[src/rtl/adc_host_pkg.sv]
package adc_host_pkg;

  typedef enum logic [2:0] {
    ST_IDLE,
    ST_SETUP,
    ST_SAMPLE,
    ST_WAIT,
    ST_READ,
    ST_GAP
  } ctrl_state_t;

  typedef enum logic {
    MODE_SPLIT = 1'b0,
    MODE_TIED  = 1'b1
  } conv_mode_t;

  function automatic int max2(input int a, input int b);
    return (a > b) ? a : b;
  endfunction

endpackage

[src/rtl/adc_sync_chain.sv]
module adc_sync_chain #(
  parameter int   STAGES  = 2,
  parameter logic RST_VAL = 1'b1
) (
  input  logic clk,
  input  logic rst,
  input  logic d,
  output logic q
);
  logic [STAGES-1:0] stage;

  genvar i;
  generate
    for (i = 0; i < STAGES; i++) begin : g_stage
      if (i == 0) begin : g_first
        always_ff @(posedge clk) begin
          if (rst) stage[0] <= RST_VAL;
          else     stage[0] <= d;
        end
      end else begin : g_next
        always_ff @(posedge clk) begin
          if (rst) stage[i] <= RST_VAL;
          else     stage[i] <= stage[i-1];
        end
      end
    end
  endgenerate

  assign q = stage[STAGES-1];
endmodule

[src/rtl/adc_cycle_timer.sv]
module adc_cycle_timer #(
  parameter int W = 8
) (
  input  logic         clk,
  input  logic         rst,
  input  logic         load,
  input  logic [W-1:0] load_val,
  output logic         done
);
  logic [W-1:0] cnt;

  always_ff @(posedge clk) begin
    if (rst)             cnt <= '0;
    else if (load)       cnt <= load_val;
    else if (cnt != '0)  cnt <= cnt - 1'b1;
  end

  assign done = (cnt == '0);
endmodule

[src/rtl/adc_result_slot.sv]
module adc_result_slot #(
  parameter int DATA_W = 10,
  parameter int SEL_W  = 2
) (
  input  logic              clk,
  input  logic              rst,
  input  logic              load,
  input  logic [DATA_W-1:0] load_data,
  input  logic [SEL_W-1:0]  load_chan,
  input  logic              ready,
  output logic              valid,
  output logic [DATA_W-1:0] data,
  output logic [SEL_W-1:0]  chan
);
  always_ff @(posedge clk) begin
    if (rst) begin
      valid <= 1'b0;
      data  <= '0;
      chan  <= '0;
    end else if (load) begin
      valid <= 1'b1;
      data  <= load_data;
      chan  <= load_chan;
    end else if (valid && ready) begin
      valid <= 1'b0;
    end
  end
endmodule

[src/rtl/adc_host_ctrl.sv]
module adc_host_ctrl
  import adc_host_pkg::*;
#(
  parameter int DATA_W      = 10,
  parameter int SEL_W       = 2,
  parameter int SETUP_CYC   = 2,
  parameter int SH_LOW_CYC  = 25,
  parameter int RD_LOW_CYC  = 3,
  parameter int TIMEOUT_CYC = 200,
  parameter int GAP_CYC     = 5,
  parameter int SYNC_STAGES = 2
) (
  input  logic              clk,
  input  logic              rst,
  input  logic              cmd_valid,
  output logic              cmd_ready,
  input  logic [SEL_W-1:0]  cmd_chan,
  input  logic              cmd_mode,
  output logic              res_valid,
  input  logic              res_ready,
  output logic [DATA_W-1:0] res_data,
  output logic [SEL_W-1:0]  res_chan,
  output logic              err_timeout,
  output logic              adc_cs_n,
  output logic              adc_sh_n,
  output logic              adc_rd_n,
  output logic [SEL_W-1:0]  adc_sel,
  input  logic              adc_int_n,
  input  logic [DATA_W-1:0] adc_data
);
  localparam int MAX_CYC = max2(max2(max2(SETUP_CYC, SH_LOW_CYC),
                                     max2(RD_LOW_CYC, TIMEOUT_CYC)), GAP_CYC);
  localparam int TMR_W = $clog2(MAX_CYC + 1);
  localparam logic [TMR_W-1:0] LD_SETUP = TMR_W'(SETUP_CYC);
  localparam logic [TMR_W-1:0] LD_SHLOW = TMR_W'(SH_LOW_CYC - 1);
  localparam logic [TMR_W-1:0] LD_RDLOW = TMR_W'(RD_LOW_CYC - 1);
  localparam logic [TMR_W-1:0] LD_TMO   = TMR_W'(TIMEOUT_CYC - 1);
  localparam logic [TMR_W-1:0] LD_GAP   = TMR_W'(GAP_CYC);

  ctrl_state_t      st_q, st_d;
  conv_mode_t       mode_q, mode_d;
  logic             cs_q, cs_d, sh_q, sh_d, rd_q, rd_d;
  logic [SEL_W-1:0] sel_q, sel_d;
  logic             err_q, err_d;
  logic             int_s;
  logic             tmr_load, tmr_done;
  logic [TMR_W-1:0] tmr_val;
  logic             res_load;

  adc_sync_chain #(.STAGES(SYNC_STAGES), .RST_VAL(1'b1)) u_int_sync (
    .clk (clk),
    .rst (rst),
    .d   (adc_int_n),
    .q   (int_s)
  );

  adc_cycle_timer #(.W(TMR_W)) u_timer (
    .clk      (clk),
    .rst      (rst),
    .load     (tmr_load),
    .load_val (tmr_val),
    .done     (tmr_done)
  );

  adc_result_slot #(.DATA_W(DATA_W), .SEL_W(SEL_W)) u_slot (
    .clk       (clk),
    .rst       (rst),
    .load      (res_load),
    .load_data (adc_data),
    .load_chan (sel_q),
    .ready     (res_ready),
    .valid     (res_valid),
    .data      (res_data),
    .chan      (res_chan)
  );

  assign cmd_ready = (st_q == ST_IDLE) && !res_valid;

  always_comb begin
    st_d     = st_q;
    mode_d   = mode_q;
    cs_d     = cs_q;
    sh_d     = sh_q;
    rd_d     = rd_q;
    sel_d    = sel_q;
    err_d    = 1'b0;
    tmr_load = 1'b0;
    tmr_val  = '0;
    res_load = 1'b0;
    case (st_q)
      ST_IDLE: begin
        if (cmd_valid && cmd_ready) begin
          mode_d   = conv_mode_t'(cmd_mode);
          sel_d    = cmd_chan;
          cs_d     = 1'b0;
          tmr_load = 1'b1;
          tmr_val  = LD_SETUP;
          st_d     = ST_SETUP;
        end
      end
      ST_SETUP: begin
        if (tmr_done) begin
          sh_d     = 1'b0;
          tmr_load = 1'b1;
          if (mode_q == MODE_TIED) begin
            rd_d    = 1'b0;
            tmr_val = LD_TMO;
            st_d    = ST_WAIT;
          end else begin
            tmr_val = LD_SHLOW;
            st_d    = ST_SAMPLE;
          end
        end
      end
      ST_SAMPLE: begin
        if (tmr_done) begin
          sh_d     = 1'b1;
          tmr_load = 1'b1;
          tmr_val  = LD_TMO;
          st_d     = ST_WAIT;
        end
      end
      ST_WAIT: begin
        if (!int_s) begin
          tmr_load = 1'b1;
          if (mode_q == MODE_TIED) begin
            res_load = 1'b1;
            cs_d     = 1'b1;
            sh_d     = 1'b1;
            rd_d     = 1'b1;
            tmr_val  = LD_GAP;
            st_d     = ST_GAP;
          end else begin
            rd_d    = 1'b0;
            tmr_val = LD_RDLOW;
            st_d    = ST_READ;
          end
        end else if (tmr_done) begin
          err_d    = 1'b1;
          cs_d     = 1'b1;
          sh_d     = 1'b1;
          rd_d     = 1'b1;
          tmr_load = 1'b1;
          tmr_val  = LD_GAP;
          st_d     = ST_GAP;
        end
      end
      ST_READ: begin
        if (tmr_done) begin
          res_load = 1'b1;
          rd_d     = 1'b1;
          cs_d     = 1'b1;
          tmr_load = 1'b1;
          tmr_val  = LD_GAP;
          st_d     = ST_GAP;
        end
      end
      ST_GAP: begin
        if (tmr_done && int_s) st_d = ST_IDLE;
      end
      default: st_d = ST_IDLE;
    endcase
  end

  always_ff @(posedge clk) begin
    if (rst) begin
      st_q   <= ST_IDLE;
      mode_q <= MODE_SPLIT;
      cs_q   <= 1'b1;
      sh_q   <= 1'b1;
      rd_q   <= 1'b1;
      sel_q  <= '0;
      err_q  <= 1'b0;
    end else begin
      st_q   <= st_d;
      mode_q <= mode_d;
      cs_q   <= cs_d;
      sh_q   <= sh_d;
      rd_q   <= rd_d;
      sel_q  <= sel_d;
      err_q  <= err_d;
    end
  end

  assign adc_cs_n    = cs_q;
  assign adc_sh_n    = sh_q;
  assign adc_rd_n    = rd_q;
  assign adc_sel     = sel_q;
  assign err_timeout = err_q;
endmodule

[config.mk]
export PLATFORM = sky130hd
export DESIGN_NAME = adc_host_ctrl
export DESIGN_NICKNAME = d
export VERILOG_FILES = /design/src/rtl/adc_host_pkg.sv /design/src/rtl/adc_sync_chain.sv /design/src/rtl/adc_cycle_timer.sv /design/src/rtl/adc_result_slot.sv /design/src/rtl/adc_host_ctrl.sv
export SDC_FILE = /design/constraint.sdc
export NUM_CORES = 1
export LEC_CHECK = 0
export BUFFER_PORTS_ARGS = -buffer_cell sky130_fd_sc_hd__buf_2
export CAP_MARGIN = 10
export CORE_MARGIN = 4
export CORE_UTILIZATION = 35
export DETAILED_ROUTE_END_ITERATION = 16
export GPL_ROUTABILITY_DRIVEN = 0
export PLACE_DENSITY_LB_ADDON = 0.2
export SYNTH_ARGS = -nofsm -noshare
export SYNTH_HDL_FRONTEND = slang
export SYNTH_SLANG_ARGS = --single-unit
[constraint.sdc]
create_clock -name clk -period 2.25 [get_ports clk]
set_clock_uncertainty 0.05 [all_clocks]
set_input_delay 0 -clock clk [delete_from_list [all_inputs] [get_ports clk]]
set_output_delay 0 -clock clk [all_outputs]
set_load 0.01 [all_outputs]
==> qor.yml, run 1 <==
outcome: "complete, no violations"
drc: 0
clkSlewWorstSetupHoldPaths_ns: 0.07
fin_crit_ns: 2.11
synth_ff_type: "dfxtp_1"
drive_above_1_share_pct: 26.8
tightestPinTransition_ns: 0.633
drtIter0Drc: 91
io_buffers: 37
yosys.area_share.simple_pct: 26.5
die-height_um: 75.9
p_clk_share_pct: 21.7
slew_viol_final: 0
finalHoldViolations: 0
synth_top_family_by_area: "simple AND/OR/NAND/NOR gates"
syn_area_mm2: 0.00161
setup_viol: 0
maxCapViolations: 0
synthMuxAreaShare_pct: 8.68
synth_top_cell_area_share_pct: 40.9
design_area_mm2: 0.00218
power_frac_seq_pct: 29.4
grtUsageTotal_pct: 14.2
required_ns: 2.37
ir_drop_uv: 580
cts-root-buf: "clkbuf_8"
antenna_found_initial: 0
ff2ff_setup_slack_ns: 0.14
seq_area_frac_synth_pct: 40.9
routed-wl-met2_um: 1790
hp-class: "primary input to flop"
syn_area_per_cell_um2: 8.49
syn_nets: 209
dp_hpwl_um: 2770
crit_path_start_kind: "flop"
slowest_stage: "or4b_4"
ys_types: 45
p_total_w: 0.00269
fmaxAchievable_mhz: 474
holdWs_ns: 0.0578
post_drt_wl_per_cell_um: 13.1
cts_setup_buffers: 0
ys_top_cells_by_area: "dfxtp_1, mux2i_1, nor2_1"
critical-path-max-stage-delay_ns: 0.52
grt_max_degree: 35
synthAdderAreaFrac_pct: 0.775
grt_overflow_total: 0
maxSlewHeadroom_pct: 57.8
cellLeakagePower_nw: 0.909
cell_internal_pwr_w: 0.00164
async_reset_ff_share_pct: 0
cts_made_buffers: 5
dr_total_vias: 1517
cts_tree: "done"
fin_tns_setup_ns: 0
grt_first_pass_wirelength_um: 6770
n_antenna_cell: 0
htree_levels: 2
drt_first_pass_iters: 4
swShare_pct: 38.8
ant_nets: 0
cts_max_path_buffers: 2
end_kind: "flop"
syn_inst: 190
clk_latency_ns: 0.28
grt_pass1_vias: 1421
dieArea_mm2: 0.00576
yosysMostFrequentCell: "dfxtp_1"
synth_compound_area_share_pct: 16.5
met1_length_um: 1810
num_rows: 24
final_nets: 268
combPwrFrac_pct: 48.9
dr_wl_met3_um: 254
start_util_pct: 36.6
dpl_cell_area_mm2: 0.00190
via_per_inst: 5.02
io_pins: 38
critical_path.cell_chain: "inv_1, ha_1, or4b_4, nor2_8, a21oi_1, o32a_1, or3_1"
cts_sinks: 33
path_class: "flop to flop"
synth_common_cells: "dfxtp_1, nor2_1, nand2_1, mux2i_1, a21oi_1"
final_util_pct: 49.3
top_layer: "met4"
area_growth_pct: 35.0
yosys.area_share.xor_xnor_pct: 1.63
p_switching_w: 0.00104
cp_max_fo: 8
yosys.area.top_type: "dfxtp_1"
wl_um: 3940
period_share_pct: 93.8
p_per_area_mw_per_mm2: 1230
critPathArrivalTime_ns: 2.23
rsz0062_at_grt: "false"
synth_edf_count: 0
synth_seq_cells: 33
fp.coreArea_mm2: 0.00441
yosysWarnings: 0
die_x_um: 75.9
## power groups by stage
| stage | logic (W) | registers (W) | clock network [W] |
|---|---|---|---|
| floorplan | 0.000914 | 0.000780 | 0 |
| global placement | 0.00129 | 0.000804 | 0 |
| detailed placement | 0.00128 | 0.000802 | 0 |
| CTS | 0.00131 | 0.000789 | 0.000600 |
| global route | 0.00148 | 0.000809 | 0.000629 |
| finish | 0.00131 | 0.000790 | 0.000583 |
## state kept, by name, indices dropped and copies added, names as in the netlist
| name | flops |
|---|---|
| u_slot.chan | 2 |
| err_timeout | 1 |
| adc_sel | 2 |
| u_slot.data | 10 |
| u_int_sync.q | 1 |
| u_timer.cnt | 8 |
| st_q | 3 |
| adc_sh_n | 1 |
| u_int_sync.stage | 1 |
| adc_rd_n | 1 |
| u_slot.valid | 1 |
| mode_q | 1 |
| adc_cs_n | 1 |
## kinds of logic after synthesis
family | count (synthesis)
AOI/OAI and AO/OA | 40
xor gates and xnor gates | 3
adders and majority gates | 1
buffers and inverters | 16
DFF | 33
muxes | 14
and+or+nand+nor | 83
## worst paths after layout
check                       from            to  cells after the start
max reg2reg       u_timer.cnt[0]      adc_rd_n                      7
max               u_timer.cnt[0]      adc_rd_n                      7
min                    cmd_valid    adc_sel[1]                      4
min reg2reg  u_int_sync.stage[0]  u_int_sync.q                      1
## layout make-up
type / instances / area, um2
clock inverter: 2 / 37.5
sequential: 33 / 661
inverter: 5 / 18.8
tap: 52 / 65.1
timing repair buffer: 63 / 430
fill: 423 / 2240
multi-input combinational: 141 / 883
clock buffer: 6 / 82.6
## routing by layer
metal,global-route usage (%),vias to the layer above
met3,5.09,7
met4,6.05,0
met5,0,-
li1,-,786
met1,18.1,686
met2,21.6,38
## cell usage in the layout, fill, tap and decap left out, types with 3 or more instances in the layout
master and n:
a211oi_1 5, o21ai_0 8, or2_2 3, dlygate4sd3_1 15, dfxtp_1 33, nor2_1 23
clkbuf_8 6, inv_1 5, nand3_1 6, nand2_1 22, mux2i_1 14, nor3_1 8
nor2b_1 3, buf_2 37, a21oi_1 13, buf_4 10
## what timing repair did
action / CTS / global route
gates resized for setup: 0 / 3
endpoints found under the setup margin: 0 / 6
endpoints found under the hold margin: 15 / 0
hold buffers: 15 / 0
## stage by stage
step	worst slack (ns)	std cells
floorplan	0.189	190
global placement	0.183	279
detailed placement	0.161	279
CTS	0.143	302
global route	0.0131	302
finish	0.139	302
## worst max-delay path, delay by kind of cell, from the launching register on
family	cells	cell delay [ns]
DFF	1	0.34
and+or+nand+nor	3	1.01
adders and majority gates	1	0.15
buffers and inverters	1	0.07
AOI/OAI and AO/OA	2	0.37
No activity file was read; power rests on OpenSTA's default activity.
==> run 2: changes to the inputs <==
--- a/config.mk
+++ b/config.mk
@@ -7,10 +7,11 @@
 export LEC_CHECK = 0
 export BUFFER_PORTS_ARGS = -buffer_cell sky130_fd_sc_hd__buf_2
 export CAP_MARGIN = 10
-export CORE_MARGIN = 4
+export CORE_MARGIN = 1.5
 export CORE_UTILIZATION = 35
 export DETAILED_ROUTE_END_ITERATION = 16
 export GPL_ROUTABILITY_DRIVEN = 0
+export MAX_ROUTING_LAYER = met4
 export PLACE_DENSITY_LB_ADDON = 0.2
 export SYNTH_ARGS = -nofsm -noshare
 export SYNTH_HDL_FRONTEND = slang
==> constraint.sdc (replaced) <==
create_clock -name clk -period 2.68 [get_ports clk]
set_clock_uncertainty 0.05 [all_clocks]
set_input_delay 0 -clock clk [delete_from_list [all_inputs] [get_ports clk]]
set_output_delay 0 -clock clk [all_outputs]
set_load 0.01 [all_outputs]
==> qor.yml, run 2 (same netlist as run 1, synthesis figures left out) <==
grt_overflow_total: 0
clkSlewWorstSetupHoldPaths_ns: 0.07
critical_path.top_delay_family: "simple AND/OR/NAND/NOR gates"
grt_max_degree: 35
required_ns: 2.78
io_pins: 38
fin_tns_setup_ns: 0
rsz0062_at_grt: "false"
fin_crit_ns: 2.31
hold_start: "cmd_valid"
drtIter0Drc: 76
die_x_um: 70.9
pre_cts_slack_ns: 0.379
slowest_stage: "o21ai_4"
finalHoldViolations: 0
top_regs: "u_slot.data x10, u_timer.cnt x8, st_q x3"
fp.coreArea_mm2: 0.00438
cts.repair.resized: 0
maxCapViolations: 0
period_share_pct: 86.1
largest_reg_flops: 10
cellLeakagePower_nw: 0.853
dieArea_mm2: 0.00503
start_util_pct: 36.8
p_per_area_mw_per_mm2: 994
max_flop_register: "u_slot.data"
drive_above_1_share_pct: 23.9
clk_latency_ns: 0.28
fin_cells: 295
critPathArrivalTime_ns: 2.41
cp-startpoint: "u_timer.cnt[0]"
dp_hpwl_um: 2620
dr_total_vias: 1502
htree_levels: 2
ir_drop_uv: 397
num_rows: 24
holdBufCountCts: 15
cts_sinks: 33
n_antenna_cell: 0
io_buffers: 37
drc: 0
fmaxAchievable_mhz: 433
grt_first_pass_wirelength_um: 6610
setup_viol: 0
cts_max_path_buffers: 2
ant_nets: 0
maxSlewHeadroom_pct: 58.9
end_kind: "flop"
post_drt_wl_per_cell_um: 13.2
rr_startpoint: "u_timer.cnt[0]"
cts_setup_buffers: 0
dp.cells: 272
drt_first_pass_iters: 4
setup_ws_ns: 0.373
path_class: "flop to flop"
wl_um: 3890
hp-class: "primary input to flop"
slew_viol_final: 0
cp_max_fo: 13
grtUsageTotal_pct: 17.1
critical-path-max-stage-delay_ns: 0.52
grt_pass1_vias: 1429
final_util_pct: 47.2
path_buf_inv: 1
tightestPinTransition_ns: 0.611
final_nets: 261
cts_made_buffers: 5
die-height_um: 70.9
area_growth_pct: 28.2
fill_cells: 433
layout_common_cells: "buf_2, dfxtp_1, nor2_1, nand2_1, dlygate4sd3_1"
crit_path_start_kind: "flop"
cts_tree: "done"
critical_path.cell_chain: "inv_1, ha_1, nor4b_1, nand2_2, o21ai_4, mux2i_1, nor2_1"
cts-root-buf: "clkbuf_8"
layout_commonest_cell: "buf_2"
via_per_inst: 5.09
antenna_found_initial: 0
outcome: "complete, no violations"
==> run 2: changes by cell type in the layout (fill, tap and decap cells not counted), sizes merged <==
| cell | delta |
|---|---|
| buf | -7 |
| clkbuf | -1 |
| clkinv | +2 |
| bufinv | -1 |
==> run 2: layout make-up <==
class	count	area [um2]	share of cell area, %
clock buffer	5	68.8	3.33
clock inverter	3	17.5	0.846
inverter	5	18.8	0.907
multi-input combinational	141	873	42.2
sequential	33	661	31.9
tap	52	65.1	3.14
timing repair buffer	56	365	17.7
==> run 2: final timing paths <==
kind / endpoint / slack [ns] / cells after the start
worst min-delay path: adc_sel[1] / 0.07 / 4
worst min register to register: u_int_sync.q / 0.36 / 1
worst max register to register: u_slot.data[1] / 0.37 / 7
worst max-delay path: u_slot.data[1] / 0.37 / 7
==> run 2: per-layer routing <==
| metal | up-vias | routed length, um | global-route usage, % |
|---|---|---|---|
| li1 | 773 | - | - |
| met1 | 683 | 1890 | 21.5 |
| met2 | 41 | 1800 | 26.8 |
| met3 | 5 | 172 | 5.13 |
| met4 | 0 | 29 | 4.40 |
| met5 | - | 0 | - |
==> run 2: worst reg2reg max path, delay by kind of cell, from the launching register on <==
family / cells / cell delay [ns]
mux: 1 / 0.27
compound gates: 1 / 0.52
simple gates: 3 / 0.71
flops: 1 / 0.34
fa+ha+maj: 1 / 0.22
buf+inv: 1 / 0.06
==> run 2: through the flow <==
stage	total power (W)	hold WS, ns	instance area [um2]
6_report	0.00206	0.0719	2070
5_1_grt	0.00225	0.0958	2070
4_1_cts	0.00208	0.0611	2070
3_5_place_dp	0.00169	0.137	1830
3_3_place_gp	0.00170	0.132	1830
2_1_floorplan	0.00142	0.0538	1610
==> run 2: where the power goes <==
| part | internal (W) | total (W) | switching [W] |
|---|---|---|---|
| registers | 0.000576 | 0.000659 | 0.0000834 |
| logic | 0.000449 | 0.00104 | 0.000586 |
| clock network | 0.000179 | 0.000363 | 0.000184 |
| total | 0.00120 | 0.00206 | 0.000853 |
